**src/rtl/xpb_pkg.sv**
```systemverilog
`timescale 1ns/1ps
package xpb_pkg;
  localparam int NBANK    = 4;   // bank index = {bus_sel, cs}
  localparam int BANK_W   = $clog2(NBANK);
  localparam int SEQ_W    = 4;
  localparam int FILLCF_W = 8;
  localparam int WORD_B   = 4;

  typedef enum logic {
    LN_IDLE = 1'b0,
    LN_FILL = 1'b1
  } line_state_e;
endpackage

```
**src/rtl/xpb_bank_dec.sv**
```systemverilog
`timescale 1ns/1ps
module xpb_bank_dec
  import xpb_pkg::*;
#(
  parameter int AW = 32
) (
  input  logic [AW-1:0]            addr,
  input  logic [AW-1:0]            map_base,
  input  logic [NBANK-1:0][AW-1:0] tops,
  output logic                     hit,
  output logic [BANK_W-1:0]        idx,
  output logic [AW-1:0]            base
);
  logic [AW-1:0]    lo_w [NBANK];
  logic [NBANK-1:0] match;

  for (genvar i = 0; i < NBANK; i++) begin : g_win
    if (i == 0) begin : g_first
      assign lo_w[i] = map_base;
    end else begin : g_next
      assign lo_w[i] = tops[i-1];
    end
    assign match[i] = (addr >= lo_w[i]) && (addr < tops[i]);
  end

  // lowest matching window wins
  always_comb begin
    hit  = 1'b0;
    idx  = '0;
    base = '0;
    for (int i = NBANK - 1; i >= 0; i--) begin
      if (match[i]) begin
        hit  = 1'b1;
        idx  = BANK_W'(i);
        base = lo_w[i];
      end
    end
  end
endmodule

```
**src/rtl/xpb_line_store.sv**
```systemverilog
`timescale 1ns/1ps
module xpb_line_store
  import xpb_pkg::*;
#(
  parameter int BUF_BYTES = 64,
  localparam int IDX_W = $clog2(BUF_BYTES)
) (
  input  logic                  clk,
  input  logic                  wr_en,
  input  logic [IDX_W-1:0]      wr_idx,
  input  logic [7:0]            wr_data,
  input  logic [IDX_W-1:0]      rd_idx,
  output logic [8*WORD_B-1:0]   rd_word
);
  logic [7:0] mem [BUF_BYTES];

  always_ff @(posedge clk) begin
    if (wr_en) mem[wr_idx] <= wr_data;
  end

  for (genvar k = 0; k < WORD_B; k++) begin : g_lane
    assign rd_word[8*k +: 8] = mem[rd_idx + IDX_W'(k)];
  end
endmodule

```
**src/rtl/xpb_ctrl.sv**
```systemverilog
`timescale 1ns/1ps
module xpb_ctrl
  import xpb_pkg::*;
#(
  parameter int AW        = 32,
  parameter int BUF_BYTES = 64,
  localparam int IDX_W = $clog2(BUF_BYTES),
  localparam int LEN_W = IDX_W + 1
) (
  input  logic                 clk,
  input  logic                 rst_n,
  input  logic                 rd_valid,
  input  logic [AW-1:0]        rd_addr,
  output logic                 rd_ready,
  input  logic                 map_hit,
  input  logic [BANK_W-1:0]    bank_idx,
  input  logic [AW-1:0]        bank_base,
  input  logic [SEQ_W-1:0]     cfg_seq_id,
  input  logic [FILLCF_W-1:0]  cfg_fill_bytes,
  input  logic                 inval,
  output logic                 seq_req,
  output logic [SEQ_W-1:0]     seq_id,
  output logic [AW-1:0]        seq_addr,
  output logic [LEN_W-1:0]     seq_len,
  output logic                 seq_bus_sel,
  output logic                 seq_cs,
  input  logic                 seq_done,
  input  logic                 fill_valid,
  output logic                 fill_ready,
  output logic                 wr_en,
  output logic [IDX_W-1:0]     wr_idx,
  output logic [IDX_W-1:0]     rd_off,
  output logic                 busy
);
  line_state_e      state;
  logic             line_vld;
  logic [AW-1:0]    tag;
  logic [LEN_W-1:0] len;
  logic [LEN_W-1:0] cnt;

  logic [AW-1:0]      diff;
  logic               in_line, word_ok, launch;
  logic [FILLCF_W:0]  rnd_raw, rnd;
  logic [LEN_W-1:0]   eff_len;
  logic [IDX_W-1:0]   miss_off;
  logic               fits;
  logic [AW-1:0]      new_tag;
  logic [LEN_W-1:0]   cnt_nxt;

  // position of the request relative to the held line
  assign diff    = rd_addr - tag;
  assign in_line = line_vld && (diff < AW'(len));
  assign rd_off  = {diff[IDX_W-1:2], 2'b00};
  assign word_ok = (LEN_W'(rd_off) + LEN_W'(WORD_B)) <= cnt;

  // line length from configuration
  assign rnd_raw = {1'b0, cfg_fill_bytes} + (FILLCF_W+1)'(3);
  assign rnd     = {rnd_raw[FILLCF_W:2], 2'b00};
  always_comb begin
    if (cfg_fill_bytes == '0 || int'(rnd) > BUF_BYTES) eff_len = LEN_W'(BUF_BYTES);
    else                                                eff_len = LEN_W'(rnd);
  end

  // tag of the line to be fetched
  assign miss_off = {rd_addr[IDX_W-1:2], 2'b00};
  assign fits     = (LEN_W'(miss_off) + LEN_W'(WORD_B)) <= eff_len;
  assign new_tag  = fits ? {rd_addr[AW-1:IDX_W], {IDX_W{1'b0}}}
                         : {rd_addr[AW-1:2], 2'b00};

  assign rd_ready = rd_valid && !inval && (!map_hit || (in_line && word_ok));
  assign launch   = rd_valid && !inval && map_hit && !in_line && (state == LN_IDLE);

  assign fill_ready = (state == LN_FILL) && (cnt < len) && !inval;
  assign wr_en      = fill_valid && fill_ready;
  assign wr_idx     = cnt[IDX_W-1:0];
  assign cnt_nxt    = cnt + LEN_W'(wr_en);

  assign seq_req = (state == LN_FILL);
  assign busy    = (state == LN_FILL);

  always_ff @(posedge clk or negedge rst_n) begin
    if (!rst_n) begin
      state       <= LN_IDLE;
      line_vld    <= 1'b0;
      tag         <= '0;
      len         <= '0;
      cnt         <= '0;
      seq_id      <= '0;
      seq_addr    <= '0;
      seq_len     <= '0;
      seq_bus_sel <= 1'b0;
      seq_cs      <= 1'b0;
    end else if (inval) begin
      state    <= LN_IDLE;
      line_vld <= 1'b0;
      cnt      <= '0;
    end else begin
      unique case (state)
        LN_IDLE: begin
          if (launch) begin
            state       <= LN_FILL;
            line_vld    <= 1'b1;
            tag         <= new_tag;
            len         <= eff_len;
            cnt         <= '0;
            seq_id      <= cfg_seq_id;
            seq_addr    <= new_tag - bank_base;
            seq_len     <= eff_len;
            seq_bus_sel <= bank_idx[BANK_W-1];
            seq_cs      <= bank_idx[0];
          end
        end
        LN_FILL: begin
          cnt <= cnt_nxt;
          if (seq_done) begin
            state <= LN_IDLE;
            len   <= cnt_nxt;
          end
        end
        default: state <= LN_IDLE;
      endcase
    end
  end
endmodule

```
**src/rtl/xip_prefetch_buf.sv**
```systemverilog
`timescale 1ns/1ps
module xip_prefetch_buf
  import xpb_pkg::*;
#(
  parameter int AW        = 32,
  parameter int BUF_BYTES = 64,
  localparam int IDX_W = $clog2(BUF_BYTES),
  localparam int LEN_W = IDX_W + 1
) (
  input  logic                     clk,
  input  logic                     rst_n,
  input  logic                     rd_valid,
  input  logic [AW-1:0]            rd_addr,
  output logic                     rd_ready,
  output logic [8*WORD_B-1:0]      rd_data,
  input  logic [AW-1:0]            cfg_map_base,
  input  logic [NBANK-1:0][AW-1:0] cfg_bank_top,
  input  logic [SEQ_W-1:0]         cfg_seq_id,
  input  logic [FILLCF_W-1:0]      cfg_fill_bytes,
  input  logic                     srst_bus,
  input  logic                     srst_flash,
  output logic                     seq_req,
  output logic [SEQ_W-1:0]         seq_id,
  output logic [AW-1:0]            seq_addr,
  output logic [LEN_W-1:0]         seq_len,
  output logic                     seq_bus_sel,
  output logic                     seq_cs,
  input  logic                     seq_done,
  input  logic                     fill_valid,
  input  logic [7:0]               fill_data,
  output logic                     fill_ready,
  output logic                     busy
);
  logic              map_hit;
  logic [BANK_W-1:0] bank_idx;
  logic [AW-1:0]     bank_base;
  logic              inval;
  logic              wr_en;
  logic [IDX_W-1:0]  wr_idx, rd_off;
  logic [8*WORD_B-1:0] line_word;

  assign inval = srst_bus && srst_flash;

  xpb_bank_dec #(.AW(AW)) u_dec (
    .addr     (rd_addr),
    .map_base (cfg_map_base),
    .tops     (cfg_bank_top),
    .hit      (map_hit),
    .idx      (bank_idx),
    .base     (bank_base)
  );

  xpb_ctrl #(.AW(AW), .BUF_BYTES(BUF_BYTES)) u_ctrl (
    .clk            (clk),
    .rst_n          (rst_n),
    .rd_valid       (rd_valid),
    .rd_addr        (rd_addr),
    .rd_ready       (rd_ready),
    .map_hit        (map_hit),
    .bank_idx       (bank_idx),
    .bank_base      (bank_base),
    .cfg_seq_id     (cfg_seq_id),
    .cfg_fill_bytes (cfg_fill_bytes),
    .inval          (inval),
    .seq_req        (seq_req),
    .seq_id         (seq_id),
    .seq_addr       (seq_addr),
    .seq_len        (seq_len),
    .seq_bus_sel    (seq_bus_sel),
    .seq_cs         (seq_cs),
    .seq_done       (seq_done),
    .fill_valid     (fill_valid),
    .fill_ready     (fill_ready),
    .wr_en          (wr_en),
    .wr_idx         (wr_idx),
    .rd_off         (rd_off),
    .busy           (busy)
  );

  xpb_line_store #(.BUF_BYTES(BUF_BYTES)) u_store (
    .clk     (clk),
    .wr_en   (wr_en),
    .wr_idx  (wr_idx),
    .wr_data (fill_data),
    .rd_idx  (rd_off),
    .rd_word (line_word)
  );

  assign rd_data = map_hit ? line_word : '0;
endmodule

```
**config.mk**
```make
export PLATFORM = sky130hd
export DESIGN_NAME = xip_prefetch_buf
export DESIGN_NICKNAME = d
export VERILOG_FILES = /design/src/rtl/xpb_pkg.sv /design/src/rtl/xpb_bank_dec.sv /design/src/rtl/xpb_line_store.sv /design/src/rtl/xpb_ctrl.sv /design/src/rtl/xip_prefetch_buf.sv
export SDC_FILE = /design/constraint.sdc
export NUM_CORES = 1
export LEC_CHECK = 0
export ABC_AREA = 1
export BUFFER_PORTS_ARGS = -buffer_cell sky130_fd_sc_hd__buf_2
export CAP_MARGIN = 20
export CORE_ASPECT_RATIO = 0.75
export CORE_MARGIN = 2
export CORE_UTILIZATION = 53
export DETAILED_ROUTE_END_ITERATION = 10
export PLACE_DENSITY = 0.71
export SYNTH_ARGS = -nofsm -noshare
export SYNTH_HDL_FRONTEND = slang
export SYNTH_SLANG_ARGS = --single-unit
```
**constraint.sdc**
```tcl
create_clock -name clk -period 7.4 [get_ports clk]
set_input_delay 1.11 -clock clk [delete_from_list [all_inputs] [get_ports clk]]
set_output_delay 1.11 -clock clk [all_outputs]
set_load 0.01 [all_outputs]
```
======== After elaboration in Yosys (flattened, before gate mapping) ========
Memory sizes are Yosys's and may differ from the RTL's.
Index checks and enable logic that the tools add are counted.
operators by class
  $add $sub $neg .......................... 9
  $mul .................................... 0
  divide/modulo/power cells ............... 0
  order comparisons ....................... 13
  eq/ne operators ......................... 4
  shift-type cells ........................ 0
  muxes and demuxes ....................... 30
  bitwise gates (word level) .............. 2
  reductions and logical operators ........ 25
operator list
  operator                                            count
  two-way mux 32 bit                                  5
  >= comparator 32 bit                                4
  less-than comparator 32 bit                         4
  subtractor 32 bit                                   2
  two-way mux 7 bit                                   5
  less-than comparator 32 x 7 -> 1 bit                1
  one-hot mux 7 bit (2 select lines)                  2
  logical AND 1 bit                                   15
  adder 6 x 3 -> 7 bit, second input constant         2
  <= comparator 7 bit                                 2
  adder 6 x 2 -> 6 bit, second input constant         2
  two-way mux 1 bit                                   12
  adder 8 x 2 -> 9 bit, second input constant         1
  > comparator 9 x 7 -> 1 bit, second input constant  1
  logical NOT 8 bit                                   1
  two-way mux 2 bit                                   4
  adder 7 x 1 -> 7 bit                                1
  less-than comparator 7 bit                          1
  adder 6 x 1 -> 6 bit, second input constant         1
  two-way mux 6 bit                                   1
  AND reduction 3 bit                                 2
  != test 2 x 1 -> 1 bit, second input constant       2
  logical NOT 1 bit                                   3
  != test 3 x 1 -> 1 bit, second input constant       1
  6 further kinds                                     8
storage, ports and cells
  bits in registers ....................... 93
  latch bits .............................. 0
  memory bits (writable) .................. 512
  ROM bits ................................ 0
  output and inout bits ................... 81
  memories ................................ 1
memories
  name         depth  width  rd ports  clocked after memory_dff  wr ports  RTL line              text
  u_store.mem  64     8      4         0                         1         xpb_line_store.sv:15  logic [7:0] mem [BUF_BYTES];

======== Logic depth before layout (Yosys ltp) ========
Gate-level depths: netlist (run 1).
  depth after elaboration ................. 12
  depth in mapped cells ................... 36

======== Hierarchy ========
Synthesis (run 1) repeated with hierarchy kept, for this count alone.
unflattened totals
  cells, all modules ...................... 6434
  area total of the unflattened synthesis .. 46074.2 µm²
modules (own cells, without submodules)
  module            instances  cells an instance  area an instance (µm²)  sequential area each (µm²)
  xpb_line_store    1          4139               31793.0                 15374.7
  xpb_ctrl          1          1244               8259.2                  2227.1
  xpb_bank_dec      1          982                5740.5                  0.0
  xip_prefetch_buf  1          69                 281.5                   0.0

======== Least setup slack after synthesis (run 1) ========
No wires, ideal clock.
  path type ............................... input to register
  start point ............................. in cfg_bank_top[51] in the netlist's numbering
  end point ............................... reg u_ctrl.seq_addr[28]
  arrival time ............................ 5.196 ns
  data required time ...................... 7.324 ns
  path slack .............................. 2.128 ns
  stages .................................. 30
  path through ............................ inv_1 -> ha_1 -> a21oi_1 -> nand3_1 -> nand2_1 -> nand2_1 -> a21oi_1 -> nand3_1 -> nand2_1 -> clkbuf_1 -> clkbuf_1 -> o21ai_0 -> o22ai_1 -> nand2_1 -> o21ai_0 -> ha_1 -> a21oi_1 -> nand2_1 -> a21boi_1 -> o21ai_1 -> a21boi_0 -> o21ai_1 -> a21boi_1 -> nor3_1 -> nand2_1 -> nand2_1 -> a21boi_1 -> o21ai_0 -> xor2_1 -> o21ai_1
on the way
  cells in the longest elaborated chain, start to end .. 9
  elaborated cells between the ends (all ways) .. 15
ends and longest elaborated chain
  element                                                                       RTL line                text
  start: declaration                                                            xip_prefetch_buf.sv:17  input logic [NBANK-1:0][AW-1:0] cfg_bank_top,
  parallel branches: the longest is 9 deep, another holds >= comparator 32 bit  -
  end signal: assignment                                                        xpb_ctrl.sv:107         seq_addr <= new_tag - bank_base;
  end: declaration                                                              xpb_ctrl.sv:23          output logic [AW-1:0] seq_addr,
Several ways; the timed one is not identified.
A chain may end at the register's enable or synchronous reset.

======== Worst setup path in the final report (run 1) ========
  start point ............................. in rd_addr[2]
  end point ............................... out rd_ready
on the way
  cells in the longest elaborated chain, start to end .. 9
  elaborated cells between the ends (all ways) .. 25
ends and longest elaborated chain
  element                                                                    RTL line                text
  start: declaration                                                         xip_prefetch_buf.sv:13  input logic [AW-1:0] rd_addr,
  parallel branches: the longest is 7 deep, another holds subtractor 32 bit  -
  logical OR 1 bit (*)                                                       xpb_ctrl.sv:70          assign rd_ready = rd_valid && !inval && (!map_hit || (in_line && word_ok));
  logical AND 1 bit (*)                                                      xpb_ctrl.sv:70
  end: declaration                                                           xip_prefetch_buf.sv:14  output logic rd_ready,
Every way passes the cells marked *.

==> impl_metrics.env, run 1 <==
export IMPL_worst_ir_drop_vdd_mv=0.246
export IMPL_cellLeakagePower_nw=15.7
export IMPL_synthCells=3431
export IMPL_hold_class="primary input to async pin"
export IMPL_worstReg2RegStart="u_ctrl.tag[2]"
export IMPL_final_common_cell="sky130_fd_sc_hd__nand2_1"
export IMPL_die_width_um=291
export IMPL_yosysSeqAreaShare_pct=53.7
export IMPL_clock_sinks=601
export IMPL_critical_path_endpoint_type="output pin"
export IMPL_die_h_um=219
export IMPL_total_power_mw=11.1
export IMPL_postSynthAreaPerCell_um2=9.55
export IMPL_layout_skew_ns=0.0799
export IMPL_synth_area_um2=32800
export IMPL_core_area_um2=60800
export IMPL_criticalPathCategory="primary input to output pin"
export IMPL_r2r_worst_path_cells=12
export IMPL_cts_post_setup_buffers_inserted=0
export IMPL_power_report_internal_total_mw=6.95
export IMPL_remaining_drc_errors=0
export IMPL_routability_driven_placement_congestion_ratio=1.06
export IMPL_critical_path_startpoint_type="primary input"
export IMPL_hold_viol_final=0
export IMPL_fin_setup_tns_ns=0
export IMPL_drt_iter0_markers=3076
export IMPL_antenna_found_initial=7
export IMPL_place_hpwl_mm=69.7
export IMPL_timing_worst_slew_pin_value_ns=1.15
export IMPL_sequentialPowerShare_pct=35.5
export IMPL_critical_path_buf_inv_count=4
export IMPL_layout_common_cells="sky130_fd_sc_hd__nand2_1 (856), sky130_fd_sc_hd__edfxtp_1 (512), sky130_fd_sc_hd__inv_1 (328)"
export IMPL_layout_core_utilization_pct=60.9
export IMPL_crit_reg2reg_capture="u_ctrl.seq_addr[13]"
export IMPL_crit_path_max_fanout=59
export IMPL_setup_violations=0
export IMPL_rsz0062_at_grt="no"
export IMPL_total_area_of_multi_input_combinational_cells_um2=13400
export IMPL_yosys_warnings=0
export IMPL_synth_edf_count=512
export IMPL_yosysUniqueCellTypes=52
export IMPL_grt_overflow=0
export IMPL_critical_path_cell_chain="buf_2 -> inv_1 -> ha_4 -> inv_1 -> fa_4 -> ha_1 -> a21oi_1 -> nand2_1 -> a2111oi_0 -> and3_1 -> nand3_1 -> nor2_1 -> o21a_1 -> buf_2"
export IMPL_register_to_register_setup_slack_ns=2.46
export IMPL_fin_area_um2=37000
export IMPL_io_pins=300
export IMPL_area_growth_synth_to_final_pct=13.0
export IMPL_hold_slack_ns=0.405
export IMPL_critPathTopFamily="adder cells"
export IMPL_cts_tree="yes"
export IMPL_htree_levels=2
export IMPL_first_global_vias=24300
export IMPL_run_status="finished clean"
export IMPL_cts_repair_resized=0
export IMPL_cellPowerDensity_nw_per_um2=300
export IMPL_drt_first_pass_iters=6
export IMPL_finalCritPeriodShare_pct=85.2
export IMPL_clock_path_buffers=3
export IMPL_placement_io_buffers=297
export IMPL_final_layout_size_suffix_gt1_share_pct=12.0
export IMPL_yosys_register_bits=601
export IMPL_synthFlopType="sky130_fd_sc_hd__edfxtp_1"
export IMPL_grt_usage_pct=30.9
export IMPL_placementRows=78
export IMPL_crit_path_top_delay_cell="sky130_fd_sc_hd__fa_4"
export IMPL_totalWireLength_mm=99.7
export IMPL_global_route_wire_length_before_repair_mm=149
export IMPL_die_area_um2=63900
export IMPL_power_switching_fraction_pct=37.4
export IMPL_cts_root_buf="sky130_fd_sc_hd__clkbuf_16"
export IMPL_ys_async_sr_fraction_pct=14.8
export IMPL_comb_power_share_pct=37.3
export IMPL_placed_area_um2=35100
export IMPL_initial_core_util_pct=53.9
export IMPL_clock_fmax_mhz=159
export IMPL_critical_path_arrival_ns=5.20
export IMPL_pwr_share_clk_pct=27.2
export IMPL_fillCellCount=5068
export IMPL_pin_count_of_the_biggest_net_entering_global_routing=153
export IMPL_worstSkewPairLatency_ns=0.67
export IMPL_cts_hold_repair_buffers=0
export IMPL_fin_nets=4139
export IMPL_wirelength_per_cell_um=22.0
export IMPL_routed_via_density=5.86
export IMPL_maxSlewViolCount=0
export IMPL_maxSlewHeadroom_pct=22.9
export IMPL_slowest_delay_ns=1.35
export IMPL_power_switching_mw=4.15
export IMPL_finalCriticalPeriod_ns=6.31
export IMPL_cts_clk_slew_worst_paths_ns=0.07
export IMPL_detailroute_via_count=26600
export IMPL_postRouteAntennaNets=0
export IMPL_worst_ep_required_time_ns=6.29
export IMPL_cts_inserted_buffers=56
export IMPL_maxCapViolCount=0
export IMPL_regArea_um2=17600
[worst max path at each step]
stage	startpoint	end	slack [ns]	depth (start not counted)
floorplan	cfg_bank_top[51]	u_ctrl.seq_addr[28]	2.13	30
detailed placement	cfg_fill_bytes[2]	u_ctrl.seq_addr[28]	1.10	34
CTS	rd_addr[2]	rd_ready	1.10	14
global placement	rd_addr[2]	rd_ready	1.22	14
global route	rd_addr[2]	rd_ready	0.83	14
finish	rd_addr[2]	rd_ready	1.09	14
[kinds of logic (layout without fill, tap and decap cells)]
family | Yosys count | after routing | share of synthesized area, %
simple gates | 1314 | 1314 | 16.3
compound gates | 734 | 734 | 13.5
flops | 601 | 601 | 53.7
buf+inv | 482 | 773 | 5.67
fa+ha+maj | 245 | 245 | 9.38
xor+xnor | 54 | 54 | 1.44
other cells | 1 | 8 | 0.0114
[layer usage]
metal  global-route usage (%)  routed length [um]  vias up
li1                         -                   -    12500
met1                     48.2               45800    12600
met2                     43.7               40800     1345
met3                     6.18               10700      126
met4                     8.13                2320        2
met5                        0                  13        -
[flip-flops by register name, summed over array words and instances (netlist names)]
signal / flops
u_ctrl.seq_addr: 32
u_ctrl.seq_len: 5
u_ctrl.line_vld: 1
u_ctrl.busy: 1
u_ctrl.seq_cs: 1
u_ctrl.seq_bus_sel: 1
u_ctrl.seq_id: 4
u_ctrl.cnt: 7
u_ctrl.tag: 30
u_ctrl.len: 7
u_store.mem: 512
[per-stage QoR]
stage / cells / setup slack [ns]
after floorplan: 3432 / 2.13
final: 4529 / 1.09
after detailed placement: 4415 / 1.10
after global routing: 4529 / 0.834
after global placement: 4413 / 1.22
after CTS: 4521 / 1.10
[power groups by stage]
| stage | combinational (mW) | clock [mW] | sequential, mW |
|---|---|---|---|
| after floorplan | 2.57 | 0 | 4.04 |
| after global placement | 4.02 | 0 | 4.01 |
| after detailed placement | 4.06 | 0 | 4.01 |
| after CTS | 4.08 | 3.04 | 3.94 |
| after global routing | 4.52 | 3.18 | 3.96 |
| final | 4.14 | 3.02 | 3.94 |
[layout make-up]
class / instances / area share (%)
clock buffer: 69 / 3.92
timing repair buffer: 333 / 5.00
antenna: 6 / 0.0406
tap: 800 / 2.70
multi-input combinational: 2349 / 36.1
inverter: 334 / 3.42
clock inverter: 37 / 1.27
sequential: 601 / 47.6
[synth_stat cells, types with 7 or more instances]
cell type | instances | area (um^2)
sky130_fd_sc_hd__ha_1 | 244 | 3050
sky130_fd_sc_hd__clkbuf_1 | 123 | 462
sky130_fd_sc_hd__edfxtp_1 | 512 | 15400
sky130_fd_sc_hd__buf_2 | 13 | 65.1
sky130_fd_sc_hd__o21ai_1 | 69 | 345
sky130_fd_sc_hd__o22ai_1 | 36 | 225
sky130_fd_sc_hd__o21a_1 | 12 | 90.1
sky130_fd_sc_hd__a221o_1 | 62 | 621
sky130_fd_sc_hd__nor3_1 | 22 | 110
sky130_fd_sc_hd__o21ai_0 | 133 | 666
sky130_fd_sc_hd__o21bai_1 | 7 | 52.6
sky130_fd_sc_hd__inv_1 | 330 | 1240
sky130_fd_sc_hd__nand2_1 | 857 | 3220
sky130_fd_sc_hd__nor2_1 | 208 | 781
sky130_fd_sc_hd__a221oi_1 | 32 | 280
sky130_fd_sc_hd__nand3_1 | 185 | 926
sky130_fd_sc_hd__xnor2_1 | 23 | 201
sky130_fd_sc_hd__a21o_1 | 12 | 90.1
sky130_fd_sc_hd__a21oi_1 | 267 | 1340
sky130_fd_sc_hd__o211ai_1 | 9 | 67.6
sky130_fd_sc_hd__a31oi_1 | 70 | 438
sky130_fd_sc_hd__nand4_1 | 15 | 93.8
sky130_fd_sc_hd__xor2_1 | 31 | 272
sky130_fd_sc_hd__dfrtp_1 | 89 | 2230
(Power assumes the default switching activity.)
==> run 2: changes to the inputs <==
==> constraint.sdc (replaced) <==
create_clock -name clk -period 6.55 [get_ports clk]
set_input_delay 0.9825 -clock clk [delete_from_list [all_inputs] [get_ports clk]]
set_output_delay 0.9825 -clock clk [all_outputs]
set_load 0.01 [all_outputs]
==> run 2 against run 1 <==
Against the previous run: sequential power is 13% higher; total power grew 13%; critical path depth decreased by 2; via count down 0.42%; hold slack lost 0.092 ns; combinational power increased by 13%; final cell count about the same; global-route usage up 0.42 points; sequential cell count stayed put; core utilization decreased by 0.10 points; clock-buffer cell count is 11 higher.
==> impl_metrics.env, run 2 (synthesized netlist as in run 1, its figures left out) <==
export IMPL_antenna_found_initial=5
export IMPL_cts_clk_slew_worst_paths_ns=0.06
export IMPL_fin_nets=4137
export IMPL_hold_class="primary input to async pin"
export IMPL_placed_area_um2=35100
export IMPL_hold_viol_final=0
export IMPL_die_width_um=291
export IMPL_final_common_cell="sky130_fd_sc_hd__nand2_1"
export IMPL_die_h_um=219
export IMPL_pin_count_of_the_biggest_net_entering_global_routing=139
export IMPL_grt_overflow=0
export IMPL_hold_slack_ns=0.314
export IMPL_htree_levels=2
export IMPL_wirelength_per_cell_um=22.2
export IMPL_maxSlewHeadroom_pct=41.7
export IMPL_drt_first_pass_iters=6
export IMPL_maxSlewViolCount=0
export IMPL_clock_path_buffers=3
export IMPL_io_pins=300
export IMPL_final_layout_size_suffix_gt1_share_pct=11.8
export IMPL_routability_driven_placement_congestion_ratio=1.03
export IMPL_crit_path_max_fanout=56
export IMPL_r2r_worst_path_cells=19
export IMPL_cts_tree="yes"
export IMPL_largest_reg_flops=512
export IMPL_area_growth_synth_to_final_pct=12.8
export IMPL_layout_common_cells="sky130_fd_sc_hd__nand2_1 (856), sky130_fd_sc_hd__edfxtp_1 (512), sky130_fd_sc_hd__inv_1 (328)"
export IMPL_drt_iter0_markers=3155
export IMPL_cts_repair_resized=0
export IMPL_largestRegisters="u_store.mem (512), u_ctrl.seq_addr (32), u_ctrl.tag (30)"
export IMPL_critical_path_arrival_ns=4.73
export IMPL_finalCriticalPeriod_ns=5.71
export IMPL_postRouteAntennaNets=0
export IMPL_layout_skew_ns=0.0668
export IMPL_max_flop_register="u_store.mem"
export IMPL_clock_sinks=601
export IMPL_criticalPathCategory="primary input to output pin"
export IMPL_fin_setup_tns_ns=0
export IMPL_cts_root_buf="sky130_fd_sc_hd__clkbuf_16"
export IMPL_initial_core_util_pct=53.9
export IMPL_register_to_register_setup_slack_ns=2.21
export IMPL_worst_ir_drop_vdd_mv=0.259
export IMPL_rsz0062_at_grt="no"
export IMPL_core_area_um2=60800
export IMPL_place_hpwl_mm=70.0
export IMPL_timing_critical_path_to="rd_data[27]"
export IMPL_global_route_wire_length_before_repair_mm=152
export IMPL_die_area_um2=63900
export IMPL_routed_via_density=5.84
export IMPL_timing_worst_slew_pin_value_ns=0.871
export IMPL_setup_violations=0
export IMPL_maxCapViolCount=0
export IMPL_placementRows=78
export IMPL_critical_path_endpoint_type="output pin"
export IMPL_clock_fmax_mhz=175
export IMPL_cts_hold_repair_buffers=0
export IMPL_worstReg2RegStart="u_ctrl.tag[2]"
export IMPL_totalWireLength_mm=100
export IMPL_remaining_drc_errors=0
export IMPL_crit_start="rd_addr[2]"
export IMPL_critical_path_startpoint_type="primary input"
export IMPL_detailroute_via_count=26400
export IMPL_cts_inserted_buffers=57
export IMPL_crit_reg2reg_capture="u_ctrl.seq_addr[15]"
export IMPL_layout_core_utilization_pct=60.8
export IMPL_cellPowerDensity_nw_per_um2=338
export IMPL_cts_post_setup_buffers_inserted=0
export IMPL_worst_ep_required_time_ns=5.57
export IMPL_worstSkewPairLatency_ns=0.66
export IMPL_grt_usage_pct=31.4
export IMPL_first_global_vias=24400
export IMPL_cellLeakagePower_nw=15.7
export IMPL_run_status="finished clean"
export IMPL_fillCellCount=5113
export IMPL_placement_io_buffers=297
export IMPL_fin_area_um2=37000
export IMPL_finalCritPeriodShare_pct=87.2
==> run 2: worst min-delay path by stage <==
stage | start | endpoint | cells past startpoint
2_1_floorplan | u_ctrl.line_vld | u_ctrl.line_vld | 2
3_3_place_gp | u_ctrl.seq_id[0] | u_ctrl.seq_id[0] | 2
3_5_place_dp | u_ctrl.seq_id[0] | u_ctrl.seq_id[0] | 2
4_1_cts | rst_n | u_ctrl.tag[23] | 1
5_1_grt | rst_n | u_ctrl.tag[24] | 1
6_report | rst_n | u_ctrl.tag[24] | 1
==> run 2: where the power goes <==
group	switching [mW]	total, mW	internal (mW)
sequential	0.106	4.46	4.35
combinational	3.12	4.69	1.57
clock	1.48	3.36	1.88
total	4.71	12.5	7.80
==> run 2: cell type report <==
type / count / area, um^2 / area share (%)
flip-flops and latches: 601 / 17600 / 47.6
multi-input cells: 2349 / 13400 / 36.2
repair buffers: 330 / 1820 / 4.94
clock buffers: 80 / 1520 / 4.12
inverters: 334 / 1270 / 3.43
well taps: 800 / 1000 / 2.71
clock inverters: 28 / 367 / 0.992
diodes: 4 / 10.0 / 0.0271
==> run 2: metrics by stage <==
stage	setup slack [ns]	cells	total power, mW
after floorplan	1.41	3432	7.47
after global placement	0.724	4414	9.10
after detailed placement	0.586	4414	9.12
after CTS	0.931	4522	12.5
after global routing	0.491	4526	13.2
final	0.838	4526	12.5
==> run 2: worst max-delay path, stage by stage <==
cell and delay, ns:
sky130_fd_sc_hd__buf_2 0.24, sky130_fd_sc_hd__buf_4 0.21, sky130_fd_sc_hd__inv_1 0.12, sky130_fd_sc_hd__ha_4 0.18, sky130_fd_sc_hd__inv_1 0.09, sky130_fd_sc_hd__fa_4 0.70
sky130_fd_sc_hd__inv_4 0.61, sky130_fd_sc_hd__buf_4 0.37, sky130_fd_sc_hd__a21oi_1 0.07, sky130_fd_sc_hd__a221o_1 0.35, sky130_fd_sc_hd__a221oi_1 0.53, sky130_fd_sc_hd__buf_2 0.24
==> run 2: per-layer routing <==
metal | vias up | wire, um | track usage, %
met5 | - | 7 | 0
met4 | 2 | 2450 | 8.07
met3 | 142 | 10300 | 5.28
met2 | 1318 | 40900 | 44.3
met1 | 12500 | 46700 | 49.6
li1 | 12500 | - | -
